`src/rtl/skip_seq_pkg.sv`:
```
`timescale 1ns/1ps
package skip_seq_pkg;
  localparam int unsigned CODE_W = 3;
  localparam int unsigned SEG_W  = 7;
  localparam int unsigned BCD_W  = 4;

  typedef logic [CODE_W-1:0] code_t;
  typedef logic [SEG_W-1:0]  seg_t;
  typedef logic [BCD_W-1:0]  bcd_t;

  typedef struct packed {
    code_t j;
    code_t k;
  } jk_drive_t;

  // Active-high segments, bit 0 = a ... bit 6 = g
  function automatic seg_t seg_pattern(input code_t v);
    seg_t s;
    case (v)
      3'd0:    s = 7'h3F;
      3'd1:    s = 7'h06;
      3'd2:    s = 7'h5B;
      3'd3:    s = 7'h4F;
      3'd4:    s = 7'h66;
      3'd5:    s = 7'h6D;
      3'd6:    s = 7'h7D;
      default: s = 7'h07;
    endcase
    return s;
  endfunction
endpackage

```
`src/rtl/skip_seq_excite.sv`:
```
`timescale 1ns/1ps
module skip_seq_excite
  import skip_seq_pkg::*;
(
  input  code_t     q_i,
  input  logic      up_i,
  output code_t     nxt_o,
  output jk_drive_t drv_o
);
  code_t nxt;

  // Next-value map; unused codes fall to zero
  always_comb begin
    case (q_i)
      3'd0:    nxt = up_i ? 3'd1 : 3'd7;
      3'd1:    nxt = up_i ? 3'd3 : 3'd0;
      3'd3:    nxt = up_i ? 3'd5 : 3'd1;
      3'd5:    nxt = up_i ? 3'd7 : 3'd3;
      3'd7:    nxt = up_i ? 3'd0 : 3'd5;
      default: nxt = 3'd0;
    endcase
  end

  // Per-bit excitation: J sets a cleared bit, K clears a set bit
  for (genvar b = 0; b < CODE_W; b++) begin : g_exc
    assign drv_o.j[b] = ~q_i[b] &  nxt[b];
    assign drv_o.k[b] =  q_i[b] & ~nxt[b];
  end

  assign nxt_o = nxt;
endmodule

```
`src/rtl/skip_seq_jkbank.sv`:
```
`timescale 1ns/1ps
module skip_seq_jkbank
  import skip_seq_pkg::*;
#(
  parameter code_t RESET_CODE = '0
) (
  input  logic      clk_i,
  input  logic      rst_i,
  input  logic      en_i,
  input  jk_drive_t drv_i,
  output code_t     q_o
);
  code_t q;

  for (genvar b = 0; b < CODE_W; b++) begin : g_ff
    always_ff @(posedge clk_i) begin
      if (rst_i) begin
        q[b] <= RESET_CODE[b];
      end else if (en_i) begin
        case ({drv_i.j[b], drv_i.k[b]})
          2'b01:   q[b] <= 1'b0;
          2'b10:   q[b] <= 1'b1;
          2'b11:   q[b] <= ~q[b];
          default: q[b] <= q[b];
        endcase
      end
    end
  end

  assign q_o = q;

  // state frozen while enable is low
  a_r2_hold: assert property (@(posedge clk_i) disable iff (rst_i)
    !en_i |=> $stable(q_o));
endmodule

```
`src/rtl/skip_seq_display.sv`:
```
`timescale 1ns/1ps
module skip_seq_display
  import skip_seq_pkg::*;
#(
  parameter code_t RESET_CODE = '0
) (
  input  logic  clk_i,
  input  logic  rst_i,
  input  logic  en_i,
  input  code_t nxt_i,
  input  code_t cnt_i,
  output bcd_t  bcd_o,
  output seg_t  seg_o
);
  bcd_t bcd_q;
  seg_t seg_q;

  // Registered from the next value so outputs align with the state
  always_ff @(posedge clk_i) begin
    if (rst_i) begin
      bcd_q <= {1'b0, RESET_CODE};
      seg_q <= seg_pattern(RESET_CODE);
    end else if (en_i) begin
      bcd_q <= {1'b0, nxt_i};
      seg_q <= seg_pattern(nxt_i);
    end
  end

  assign bcd_o = bcd_q;
  assign seg_o = seg_q;

  // BCD digit tracks the state register
  a_r7_bcd_track: assert property (@(posedge clk_i) disable iff (rst_i)
    bcd_o == {1'b0, cnt_i});
  // segments show the pattern of the state register
  a_r8_seg_track: assert property (@(posedge clk_i) disable iff (rst_i)
    seg_o == seg_pattern(cnt_i));
endmodule

```
`src/rtl/skip_seq_counter.sv`:
```
`timescale 1ns/1ps
module skip_seq_counter
  import skip_seq_pkg::*;
#(
  parameter code_t RESET_CODE = '0
) (
  input  logic             clk_i,
  input  logic             rst_i,
  input  logic             en_i,
  input  logic             up_i,
  output logic [CODE_W-1:0] count_o,
  output logic [BCD_W-1:0]  bcd_o,
  output logic [SEG_W-1:0]  seg_o
);
  code_t     state;
  code_t     nxt;
  jk_drive_t drv;

  skip_seq_excite u_excite (
    .q_i   (state),
    .up_i  (up_i),
    .nxt_o (nxt),
    .drv_o (drv)
  );

  skip_seq_jkbank #(.RESET_CODE(RESET_CODE)) u_bank (
    .clk_i (clk_i),
    .rst_i (rst_i),
    .en_i  (en_i),
    .drv_i (drv),
    .q_o   (state)
  );

  skip_seq_display #(.RESET_CODE(RESET_CODE)) u_disp (
    .clk_i (clk_i),
    .rst_i (rst_i),
    .en_i  (en_i),
    .nxt_i (nxt),
    .cnt_i (state),
    .bcd_o (bcd_o),
    .seg_o (seg_o)
  );

  assign count_o = state;

  // reset loads the parameter value
  a_r1_reset_load: assert property (@(posedge clk_i)
    rst_i |=> count_o == RESET_CODE);
  // forward wrap from 7
  a_r3_up_wrap: assert property (@(posedge clk_i) disable iff (rst_i)
    (en_i && up_i && count_o == 3'd7) |=> count_o == 3'd0);
  // reverse wrap from 0
  a_r4_down_wrap: assert property (@(posedge clk_i) disable iff (rst_i)
    (en_i && !up_i && count_o == 3'd0) |=> count_o == 3'd7);
  // unused codes recover to zero
  a_r6_recover: assert property (@(posedge clk_i) disable iff (rst_i)
    (en_i && (count_o == 3'd2 || count_o == 3'd4 || count_o == 3'd6))
      |=> count_o == 3'd0);
endmodule

```
`config.mk`:
```
export PLATFORM = sky130hd
export DESIGN_NAME = skip_seq_counter
export DESIGN_NICKNAME = d
export VERILOG_FILES = /design/src/rtl/skip_seq_pkg.sv /design/src/rtl/skip_seq_excite.sv /design/src/rtl/skip_seq_jkbank.sv /design/src/rtl/skip_seq_display.sv /design/src/rtl/skip_seq_counter.sv
export SDC_FILE = /design/constraint.sdc
export NUM_CORES = 1
export LEC_CHECK = 0
export BUFFER_PORTS_ARGS = -buffer_cell sky130_fd_sc_hd__buf_2
export CAP_MARGIN = 15
export CORE_MARGIN = 2
export CORE_UTILIZATION = 45
export DETAILED_ROUTE_END_ITERATION = 10
export PLACE_DENSITY = 0.84
export SYNTH_ARGS = -nofsm -noshare
export SYNTH_HDL_FRONTEND = slang
export SYNTH_SLANG_ARGS = --single-unit
```
`constraint.sdc`:
```
create_clock -name clk_i -period 1.3 [get_ports clk_i]
set_input_delay 0.13 -clock clk_i [delete_from_list [all_inputs] [get_ports clk_i]]
set_output_delay 0.13 -clock clk_i [all_outputs]
set_load 0.02 [all_outputs]
```
Word level (Yosys, flattened, before mapping)
Cells that the tools add are included.

operators by class
  bitwise gates (word level) = 12
  equality and inequality tests = 19
  reductions and logical operators = 8
  multiplexer cells = 10

operators by type and width
  operator                                              number
  one-hot mux 7 bit (7 select lines)                    1
  equality test 3 bit (second input constant)           5
  one-hot mux 3 bit (5 select lines)                    1
  equality test 2 bit (second input constant)           6
  two-way mux 3 bit                                     4
  equality test 3 x 2 -> 1 bit (second input constant)  3
  one-hot mux 1 bit (3 select lines)                    3
  nonzero test 3 bit                                    3
  AND 1 bit                                             6
  equality test 2 x 1 -> 1 bit (second input constant)  3
  equality test 3 x 1 -> 1 bit (second input constant)  2
  zero test 3 bit                                       2
  NOT 1 bit                                             6
  AND reduction 2 bit                                   3
  two-way mux 2 bit                                     1

word-level totals
  register bits after elaboration = 13
  logic and storage cells = 54

Longest topological paths before layout
  depth in word-level cells = 7
  mapped depth = 7

Hierarchy
From an unflattened synthesis, not the netlist that was laid out.

second synthesis, totals
  cell total of the unflattened synthesis = 88
  area, all modules = 734.5 um2

by module, submodules not included
  module            area an instance (um2)  sequential area each (um2)  instances  cells each
  skip_seq_display  434.2                   200.2                       1          49
  skip_seq_excite   172.7                   0.0                         1          27
  skip_seq_jkbank   127.6                   60.1                        1          12

Worst setup path after synthesis
No wires, ideal clock.

  kind = reg2reg
  from = register u_bank.q[0] (netlist: u_bank.q_o[0])
  to = register u_bank.q[2] (netlist: u_bank.q_o[2])
  setup slack = -326 ps
  setup time = 70 ps
  cell stages (with the launch flop) = 8
  arrival = 1556 ps
  path through = dfxtp_1 -> buf_2 -> nor4_1 -> a31oi_1 -> nand2_1 -> ha_1 -> nand3b_1 -> a21oi_1

between the ends
  word-level cells in the longest chain between the ends = 7
  elaborated cells between the ends (all ways) = 15
  those cells by class = eq/ne: 7; mux: 2; bitwise: 3; reduce/logical: 3

RTL lines
  what                                                                        RTL line                RTL
  start: declaration                                                          skip_seq_jkbank.sv:13   code_t q;
  start signal: indexed assignment                                            skip_seq_jkbank.sv:18   q[b] <= RESET_CODE[b];
  start signal: indexed assignment                                            skip_seq_jkbank.sv:23   2'b11: q[b] <= ~q[b];
  start signal: indexed assignment                                            skip_seq_jkbank.sv:24   default: q[b] <= q[b];
  equality test 3 bit (tied with other cells)                                 skip_seq_excite.sv:14   case (q_i)
  one-hot mux 3 bit (5 select lines) (*)                                      skip_seq_excite.sv:14
  named net nxt[2]                                                            skip_seq_counter.sv:16  code_t nxt;
  NOT 1 bit                                                                   skip_seq_excite.sv:27   assign drv_o.k[b] = q_i[b] & ~nxt[b];
  AND 1 bit                                                                   skip_seq_excite.sv:27
  equality test 2 x 1 -> 1 bit / equality test 2 bit (equally long branches)  skip_seq_jkbank.sv:20   case ({drv_i.j[b], drv_i.k[b]})
  nonzero test 3 bit (no source line)                                         n/a
  AND reduction 2 bit (no source line)                                        n/a

Mark *: on every way through the listed nets, which the timed path passes. The rest lies on a longest branch.
A chain may end at the register's enable or synchronous reset.

Worst setup path after layout
  from = register u_bank.q[2] (netlist: u_bank.q_o[2])
  to = register u_bank.q[1] (netlist: u_bank.q_o[1])

Same word-level chain as after synthesis.

==> impl_metrics.tcl <==
set metrics [dict create \
    result_of_the_run "complete, but fails checks" \
    violated_checks "negative setup slack" \
    drv_slew 0 \
    synth-warning-count 0 \
    clock_latency_ns 0.28 \
    syn_nets 86 \
    critPathCaptureType "flip-flop" \
    postRouteWirelength_um 2020 \
    cap_viol_max_count 0 \
    first_global_vias 683 \
    routed_via_count_divided_by_cell_count 5.84 \
    floorplan.rows 14 \
    leakagePower_nw 0.447 \
    yosys.area.top_type_share_pct 37.3 \
    core-area_um2 1470 \
    grt_remaining_overflow 0 \
    cts-buffers-inserted 3 \
    grt_antenna_before_repair 0 \
    worst_path_dominant_cell_family "simple AND/OR/NAND/NOR gates" \
    dp_hpwl_um 1130 \
    syn-cell-area_um2 697 \
    antenna_fix_cells 0 \
    global_route.usage.met1_pct 29.1 \
    cellPowerDensity_nw_per_um2 1190 \
    hold_path.class "primary input to flip-flop" \
    initial_core_util_pct 47.4 \
    crit_path_max_incr_delay_ns 0.39 \
    io_pins 18 \
    synth-seq-cells 13 \
    post_synth_main_area_contributors "dfxtp_1 37%, a21oi_1 4.3%, o21ai_1 4.3%, ha_1 3.6%, nand3b_1 3.2%" \
    cp_data_arrival_time_ns 1.68 \
    post_dr_wirelength_cell_um 15.9 \
    dieHeight_um 43.4 \
    fp.dieArea_um2 1880 \
    met3_usage_pct 5.83 \
    finalCriticalPeriod_ns 1.48 \
    yosysSeqAreaShare_pct 37.3 \
    global_route.peak_usage_layer "met2" \
    worstPathBufferInverterCount 0 \
    area.sequential_um2 272 \
    finalSetupTns_ns -0.364 \
    total_of_endpoints_with_negative_setup_slack_in_the_final_report 4 \
    startpoint_type_of_the_worst_setup_path "flip-flop" \
    irDropWorstVdd_mv 0.735 \
    holdBufCountCts 0 \
    critical_path.max_fanout 5 \
    fin_nets 118 \
    path_clk_slew_ns 0.08 \
    post_route_cells_drive_above_1_share_pct 51.4 \
    clk_root_buffer_cell "clkbuf_4" \
    ant_nets 0 \
    clock_skew_ns 0.00638 \
    globalRouteTotalUtil_pct 22.4 \
    hold_viol_final 0 \
    slowest_stage "dfxtp_4" \
    fill_cells 118 \
    area_of_combinational_cells_with_multiple_inputs_um2 473 \
    initialDrtViolationCount 15 \
    maximum_root_to_sink_buffer_count 2 \
    worst-endpoint-required_ns 1.49 \
    cts_num_sinks 13 \
    synthDistinctLibCells 37 \
    netlist.top_cell.by_area "dfxtp_1" \
    cts_h_tree_lvls 1 \
    achievable-frequency_ghz 0.674 \
    detail_route.first_pass.iterations 4 \
    fin_hold_ws_ns 0.138 \
    final_weighted_congestion_in_routability_driven_placement 0.785 \
    route.vias.total 742 \
    chipWidth_um 43.4 \
    setup_repair_after_global_routing_missed_its_margin "yes" \
    crit_chain "nor2_4 -> xnor2_4 -> nor2_1 -> ha_1 -> nand3b_1 -> a21oi_1" \
    worstSetupPathType "flip-flop to flip-flop" \
    area_growth_from_synthesis_to_final_layout_pct 50.8 \
    grtUsageMet2_pct 34.0 \
    buffer_ports.inserted 16 \
    post_synth_inst_count 80 \
    grt_pass1_wl_um 3110 \
    period_share_pct 114 \
    drcViolationCount 0 \
    postLayoutSetupSlackWorst_ns -0.184 \
    post_synth.cell_area_avg_um2 8.71 \
    cts_tree "built" \
    grt_max_degree 14 \
]
registers in the layout, indices dropped and copies added (netlist names):
| signal | flops |
|---|---|
| u_disp.seg_o | 7 |
| u_bank.q_o | 3 |
| u_disp.bcd_o | 3 |
logic make-up (layout without fill, tap and decap cells):
group / Yosys count / in the layout / share of synthesized area [%]
simple gates: 26 / 26 / 22.8
xor+xnor: 2 / 2 / 2.51
compound gates: 24 / 24 / 24.2
buf+inv: 12 / 43 / 8.98
flops: 13 / 13 / 37.3
fa+ha+maj: 2 / 2 / 3.59
other cells: 1 / 1 / 0.538
worst paths after layout:
| check | startpoint | endpoint | slack, ns | depth (start not counted) |
|---|---|---|---|---|
| worst max-delay path | u_bank.q_o[2] | u_bank.q_o[1] | -0.18 | 6 |
| worst min-delay path | rst_i | u_bank.q_o[2] | 0.14 | 2 |
| worst max register to register | u_bank.q_o[2] | u_bank.q_o[1] | -0.18 | 6 |
| worst min register to register | u_disp.seg_o[2] | u_disp.seg_o[2] | 0.47 | 1 |
stage by stage:
| stage | std cells | utilization [%] | setup WS (ns) | area, um^2 | power, mW |
|---|---|---|---|---|---|
| after floorplan | 80 | - | -0.131 | 721 | 0.730 |
| after global placement | 119 | 59.6 | -0.0914 | 877 | 0.845 |
| after detailed placement | 119 | 59.6 | -0.197 | 877 | 0.859 |
| after CTS | 127 | 66.9 | -0.133 | 985 | 1.18 |
| after global routing | 127 | 71.4 | -0.239 | 1050 | 1.31 |
| final | 127 | 71.4 | -0.184 | 1050 | 1.25 |
cells in the final DEF, fill, tap and decap left out, types with 2 or more instances in the layout:
cell / synthesis / routed
nor3b_2: 0 / 2
inv_2: 2 / 2
nor2_1: 6 / 6
o21ai_1: 6 / 6
dfxtp_1: 13 / 10
buf_6: 1 / 6
clkbuf_4: 0 / 3
dfxtp_4: 0 / 3
buf_2: 2 / 16
inv_1: 2 / 2
nand3_1: 2 / 2
buf_4: 2 / 13
nand3b_1: 3 / 3
a31o_1: 2 / 2
a21oi_1: 6 / 5
nor2b_1: 2 / 2
nand2_1: 3 / 3
power breakdown:
part / internal, mW / switching (mW) / total [mW] / leakage (nW)
registers: 0.438 / 0.0397 / 0.477 / 0.109
clock network: 0.119 / 0.138 / 0.257 / 0.0150
logic: 0.259 / 0.256 / 0.515 / 0.323
cell type report:
type | instances | share of cell area, %
Sequential cell | 13 | 25.8
Tap cell | 16 | 1.90
Inverter | 4 | 1.43
Multi-Input combinational cell | 55 | 45.0
Clock buffer | 4 | 2.50
Timing Repair Buffer | 35 | 23.3
cells in the mapped netlist (all sizes together):
library cell and count:
nor2 7, nor2b 2, or3b 1, buf 5, nor4 1, inv 4
ha 2, a221o 1, xnor2 1, nor3b 2, or3 1, and2b 1
nand3 2, nand3b 3, o41ai 1, o21a 1, clkbuf 3, xor2 1
a31o 2, or2b 1, nand4 1, a311oi 1, nor4b 1, dfxtp 13
a2111oi 1, o21ai 6, a21oi 6, a211oi 2, a41o 1, a21bo 1
a31oi 1, conb 1, nand2 3
routing by layer:
| metal | wire (um) | share of wire (%) | vias up |
|---|---|---|---|
| met2 | 1010 | 50 | 28 |
| li1 | - | - | 346 |
| met3 | 104 | 5.2 | 8 |
| met4 | 40 | 2.0 | 0 |
| met1 | 863 | 43 | 360 |
| met5 | 0 | 0 | - |
what timing repair did:
action | CTS | global route
endpoints found under the hold margin | 0 | 0
setup buffers | 4 | 1
pin swaps | 6 | 9
resized for setup | 7 | 15
setup endpoints to repair | 5 | 8
Note: power is estimated with default switching activity, not from simulation.
